===== config.mk =====
export PLATFORM = sky130hd
export DESIGN_NAME = pkt_rx_frame
export DESIGN_NICKNAME = d
export VERILOG_FILES = /design/src/rtl/pkt_rx_pkg.sv /design/src/rtl/pkt_rx_frame.sv
export SDC_FILE = /design/constraint.sdc
export NUM_CORES = 1
export LEC_CHECK = 0
export BUFFER_PORTS_ARGS = -buffer_cell sky130_fd_sc_hd__buf_2
export CAP_MARGIN = 20
export CELL_PAD_IN_SITES_DETAIL_PLACEMENT = 0
export CELL_PAD_IN_SITES_GLOBAL_PLACEMENT = 2
export CORE_ASPECT_RATIO = 1.1
export CORE_UTILIZATION = 32
export CTS_BUF_LIST = sky130_fd_sc_hd__clkbuf_2 sky130_fd_sc_hd__clkbuf_4 sky130_fd_sc_hd__clkbuf_8
export CTS_CLUSTER_DIAMETER = 60
export DETAILED_ROUTE_END_ITERATION = 8
export PLACE_DENSITY = 0.78
export SLEW_MARGIN = 5
export SYNTH_ARGS = -nofsm -noshare
export SYNTH_HDL_FRONTEND = slang
export SYNTH_SLANG_ARGS = --single-unit

===== constraint.sdc =====
create_clock -name clk -period 2.7 [get_ports clk]
set_input_delay 0.405 -clock clk [delete_from_list [all_inputs] [get_ports clk]]
set_output_delay 0.405 -clock clk [all_outputs]
set_load 0.02 [all_outputs]

===== src/rtl/pkt_rx_pkg.sv =====
// Package pkt_rx_pkg
// Shared constants for the packet receive checker: the width of the
// length field and the LFSR seed and width. Assumes the length field
// sits in the low bits of the header word.
package pkt_rx_pkg;
    localparam int LEN_W      = 16;
    localparam int LFSR_W     = 16;
    localparam logic [LFSR_W-1:0] LFSR_SEED = 16'hACE1;
endpackage


===== src/rtl/pkt_rx_frame.sv =====
// Module pkt_rx_frame
// Checks the received word stream: marker order, length against the
// header field, and the incrementing payload sequence. Keeps the good
// packet counter and the sticky error flag.
// Assumes only words with vld_i high carry meaning.
module pkt_rx_frame
    import pkt_rx_pkg::*;
#(
    parameter int DATA_W = 32,
    parameter int CNT_W  = 16
) (
    input  logic              clk,
    input  logic              rst_n,
    input  logic              vld_i,
    input  logic              sop_i,
    input  logic              eop_i,
    input  logic [DATA_W-1:0] data_i,
    output logic              open_o,
    output logic [CNT_W-1:0]  cnt_o,
    output logic              err_o
);
    logic              open_q, open_n;
    logic [LEN_W-1:0]  len_q, len_n;
    logic [LEN_W-1:0]  wcnt_q, wcnt_n;
    logic [DATA_W-1:0] prev_q, prev_n;
    logic [CNT_W-1:0]  cnt_q, cnt_n;
    logic              err_q, err_n;
    logic [LEN_W-1:0]  wnext;

    // Next-state decode for one received word.
    always_comb begin
        open_n = open_q;
        len_n  = len_q;
        wcnt_n = wcnt_q;
        prev_n = prev_q;
        cnt_n  = cnt_q;
        err_n  = err_q;
        wnext  = wcnt_q + 1'b1;
        if (vld_i) begin
            if (sop_i) begin
                if (open_q) err_n = 1'b1;
                len_n  = data_i[LEN_W-1:0];
                wcnt_n = {{(LEN_W-1){1'b0}}, 1'b1};
                if (eop_i) begin
                    open_n = 1'b0;
                    if (data_i[LEN_W-1:0] == {{(LEN_W-1){1'b0}}, 1'b1})
                        cnt_n = cnt_q + 1'b1;
                    else
                        err_n = 1'b1;
                end else begin
                    open_n = 1'b1;
                end
            end else if (!open_q) begin
                err_n = 1'b1;
            end else begin
                wcnt_n = wnext;
                prev_n = data_i;
                if (wcnt_q >= LEN_W'(2) && data_i != prev_q + 1'b1)
                    err_n = 1'b1;
                if (eop_i) begin
                    open_n = 1'b0;
                    if (wnext == len_q) cnt_n = cnt_q + 1'b1;
                    else                err_n = 1'b1;
                end
            end
        end
    end

    // State registers with synchronous active-low reset.
    always_ff @(posedge clk) begin
        if (!rst_n) begin
            open_q <= 1'b0;
            len_q  <= '0;
            wcnt_q <= '0;
            prev_q <= '0;
            cnt_q  <= '0;
            err_q  <= 1'b0;
        end else begin
            open_q <= open_n;
            len_q  <= len_n;
            wcnt_q <= wcnt_n;
            prev_q <= prev_n;
            cnt_q  <= cnt_n;
            err_q  <= err_n;
        end
    end

    assign open_o = open_q;
    assign cnt_o  = cnt_q;
    assign err_o  = err_q;

    AST_ERR_STICKY: assert property (@(posedge clk) disable iff (!rst_n)
        err_q |=> err_q);
    AST_CNT_EOP_ONLY: assert property (@(posedge clk) disable iff (!rst_n)
        !(vld_i && eop_i) |=> $stable(cnt_q));
    AST_ORPHAN_ERR: assert property (@(posedge clk) disable iff (!rst_n)
        (vld_i && !sop_i && !open_q) |=> (err_q && !open_q));
    AST_IDLE_HOLD: assert property (@(posedge clk) disable iff (!rst_n)
        !vld_i |=> ($stable(open_q) && $stable(wcnt_q)));
endmodule


* Word-level counts from Yosys, hierarchy flattened
Index checks and enable logic that the tools add are counted.
** Operators by class
- Reductions and logical operators :: 7
- Bitwise operators :: 1
- Muxes and demuxes :: 19
- $add $sub $neg :: 3
- Eq/ne operators :: 4
- Order comparisons :: 1
** Operators by type and width (number)
- $mux W16 :: 8
- $add A16 B1 Y16 const B :: 2
- $add A32 B1 Y32 const B :: 1
- $ne A32 B32 Y1 :: 1
- $eq A16 B1 Y1 const B :: 1
- $eq A16 B16 Y1 :: 1
- $ge A16 B2 Y1 const B :: 1
- $mux W1 :: 11
- $reduce_and A5 Y1 :: 1
- $reduce_and A2 Y1 :: 2
- $reduce_bool A2 Y1 :: 2
- $reduce_and A3 Y1 :: 1
- $ne A2 B1 Y1 const B :: 1
- $logic_and A1 B1 Y1 :: 1
- $not A1 Y1 :: 1
** Word-level totals
- Input bits :: 37
- Logic and storage cells :: 41
- Register bits after elaboration :: 82
- Output and inout port bits :: 18

* Logic depth before layout (Yosys ltp)
- Depth in word-level cells :: 8
- Gate-level depth with buffers :: 10
- Depth with buffers taken out :: 9

* Least setup slack after synthesis
Ideal clock, no wire load.
- Path type :: register to register
- Start point :: register wcnt_q[0]
- End point :: register cnt_q[14], in the netlist cnt_o[14]
- Setup time :: 0.070 ns
- Required time :: 2.630 ns
- Arrival time :: 2.729 ns
- Path buffers :: 0
- Clock period less this slack :: 2.799 ns
- Stages on the path, launching flop included :: 10
- Path slack :: -0.099 ns
- Cells stage by stage :: dfxtp_1 -> ha_1 -> nand4_1 -> nor4_4 -> xnor2_1 -> nor2_1 -> o211ai_1 -> o41a_1 -> or4_1 -> a21oi_1
** Between the ends
- Word-level cells in the longest chain between the ends :: 4
** RTL lines
- start: declaration :: line pkt_rx_frame.sv:24 : logic [LEN_W-1:0] wcnt_q, wcnt_n;
- start signal: assignment :: line pkt_rx_frame.sv:81 : wcnt_q <= wcnt_n;
- $add A16 B1 Y16 :: line pkt_rx_frame.sv:38 : wnext = wcnt_q + 1'b1;
- $eq A16 B16 Y1 :: line pkt_rx_frame.sv:62 : if (wnext == len_q) cnt_n = cnt_q + 1'b1;
- $reduce_bool A2 Y1 (no line)
- $reduce_and A5 Y1 (no line)
- end signal: assignment :: line pkt_rx_frame.sv:83 : cnt_q <= cnt_n;
- end: declaration :: line pkt_rx_frame.sv:26 : logic [CNT_W-1:0] cnt_q, cnt_n;
Every way passes these cells.
A chain may end at the register's enable or synchronous reset.

* Final worst setup path
- Start point :: register wcnt_q[1]
- End point :: register cnt_q[15], in the netlist cnt_o[15]
The elaborated chain is that of the path after synthesis.

==> reports/metrics.yaml <==
outcome: "finished, violations left"
failed_checks: "negative setup slack"
seq_area_frac_synth_pct: 32.80
syn_area_per_cell_um2: 7.470
drt-vias-per-instance: 5.295
cts_hold_buf: 0
fmax_mhz: 368.4
dp_slack_ns: -0.1215
grtUsageMet1_pct: 26.70
grt_util_met2_pct: 33.56
fin_cells: 987
cts_root_buf: "clkbuf_8"
skew_ns: 0.01350
synth_compound_area_share_pct: 19.33
drtIter0Drc: 255
power.leakage_nw: 2.413
place.gp.congestion: 0.8768
dieArea_um2: 16140
drcViolationCount: 0
start_kind: "flip-flop"
timing.final.crit_share_pct: 100.5
totalWireLength_um: 15950
yosysTopAreaCell: "dfxtp_1"
maxCapViolCount: 0
synthArstFlopShare_pct: 0
drive_above_1_share_pct: 26.68
grt_pass1_vias: 5041
endpoint_kind: "flip-flop"
yosys.area_share.xor_xnor_pct: 9.625
wire_per_inst_um: 16.16
min_period_ns: 2.715
cts_sinks: 82
synth_area_leaders: "dfxtp_1 33%, nand2_1 11%, a21oi_1 7.4%, xnor2_1 4.9%, xor2_1 4.7%"
vdd_drop_max_mv: 0.1883
ys.flop_type: "dfxtp_1"
synth_cells: 670
synth_fa_ha_area_share_pct: 1.000
overflow: 0
grt_pass1_wl_um: 25510
whs_ns: 0.2605
path_clk_slew_ns: 0.09
grt_util_all_layers_pct: 20.26
hp-class: "input pin to flip-flop"
htreeDepth: 3
path_cells: "ha_4, nand4_1, buf_6, nor2_2, a2bb2oi_2, nor4_2, o211ai_1, o41a_1, buf_4, o31ai_1, a21oi_2"
row_count: 47
dp_cells: 965
cts_max_path_buffers: 2
drt-pass1-iter-count: 5
rsz0062_at_grt: "true"
io_pins: 55
cp_slowest_cell: "o41a_1"
hpwl_um: 11530
required_ns: 2.96
p_per_area_nw_per_um2: 401.4
worstMarginPinSlew_ns: 0.6432
synthToLayoutAreaGrowth_pct: 29.35
synth_edf_count: 0
io_buffer_count: 54
dieWidth_um: 121.2
crit_type: "flip-flop to flip-flop"
top_usage_layer: "met2"
yosys_warnings: 0
crit_fanout: 5
vias: 5226
initial_core_util_pct: 32.99
synth_top_family_by_area: "simple AND/OR/NAND/NOR gates"
fp.coreArea_um2: 15170
synth_nets: 711
crit_arrival_ns: 2.97
synth_top_area_share_pct: 32.80
hold_violations: 0
synthMuxAreaShare_pct: 1.500
antenna_found_initial: 0
detail-route-antenna-nets: 0
finalSetupViolCount: 1
ys_seq_elements: 82
diodes: 0
synth_cell_types: 59
slowest_delay_ns: 0.54
slew_headroom_pct: 57.12
grt_max_degree: 48
fin_ws_ns: -0.01470
fin_nets: 828
maxSlewViolCount: 0
cts_buffers: 9
cts_tree: "yes"
use_met3_pct: 3.639
die_h_um: 133.2
finalCoreUtilization_pct: 42.67
fillCellCount: 1596
clk_latency_ns: 0.38
synth_area_um2: 5005
yosys.area_share.simple_pct: 31.80
## final timing paths
kind | start | to | slack, ns | depth (start not counted)
worst max-delay path | wcnt_q[1] | cnt_o[15] | -0.01 | 11
worst min-delay path | vld_i | open_o | 0.26 | 2
worst max register to register | wcnt_q[1] | cnt_o[15] | -0.01 | 11
worst min register to register | prev_q[31] | prev_q[31] | 0.47 | 2
## flip-flops by register name, summed over array words and instances (netlist names)
register  flops
wcnt_q       16
err_o         1
len_q        16
cnt_o        16
prev_q       32
open_o        1
## area by class of cell
| type | instances | area [um^2] | area share, % |
|---|---|---|---|
| clock buffers | 10 | 137.6 | 2.126 |
| repair buffers | 142 | 950.9 | 14.69 |
| well taps | 196 | 245.2 | 3.788 |
| inverters | 11 | 41.29 | 0.6378 |
| clock inverters | 5 | 78.83 | 1.218 |
| multi-input cells | 541 | 3358 | 51.87 |
| flip-flops and latches | 82 | 1662 | 25.67 |
## synthesized netlist by cell type, types with 13 or more instances
| library cell | count |
|---|---|
| clkbuf_1 | 25 |
| o21ai_0 | 25 |
| dfxtp_1 | 82 |
| nor4_1 | 13 |
| nor2_1 | 32 |
| nand4_1 | 23 |
| nand2_1 | 140 |
| a21oi_1 | 74 |
| xnor2_1 | 28 |
| nor3_1 | 17 |
| xor2_1 | 27 |
| nand3_1 | 28 |
## critical path, delay by kind of cell (launching register included)
family          cells  cell delay, ns
fa+ha+maj           1            0.17
simple gates        3            0.44
flops               1            0.37
buf+inv             2            0.33
compound gates      5            1.28
## placed cells by master (no fill, tap or decap), drive strengths merged, types with 7 or more instances in the layout
master,n
nand3,28
inv,11
nand4,24
xor2,27
nor4,15
buf,142
nor3,17
nor2b,7
a21oi,74
nor2,32
and3,9
o211ai,7
o21ai,25
nand2,140
or3,9
xnor2,28
nand2b,7
dfxtp,82
clkbuf,10
## power breakdown
part | switching [mW] | internal [mW] | total, mW
Combinational | 0.180 | 0.129 | 0.309
Sequential | 0.0209 | 1.23 | 1.25
Clock | 0.501 | 0.540 | 1.04
## layer usage
metal,up-vias,part of all wire [%]
li1,2649,-
met1,2467,46
met2,95,49
met3,15,3.8
met4,0,1.1
met5,-,0
## per-stage QoR
stage                     setup TNS (ns)  area [um^2]  total power, mW
final                           -0.01470         6474            2.599
after global routing              -1.429         6474            2.714
after CTS                              0         6233            2.618
after detailed placement         -0.6053         5984            1.568
after global placement          -0.02880         5984            1.565
after floorplan                        0         5012            1.435
## cell families after synthesis
logic type / Yosys count
and+or+nand+nor: 319
AOI/OAI and AO/OA: 156
DFF: 82
xor gates and xnor gates: 55
buffers and inverters: 47
muxes: 7
adders and majority gates: 4
## what timing repair did
action	CTS	global route
setup endpoints to repair	13	16
gates cloned	0	1
buffers inserted	0	6
resized for setup	10	47
pin swaps	4	29
(Power assumes the default switching activity.)
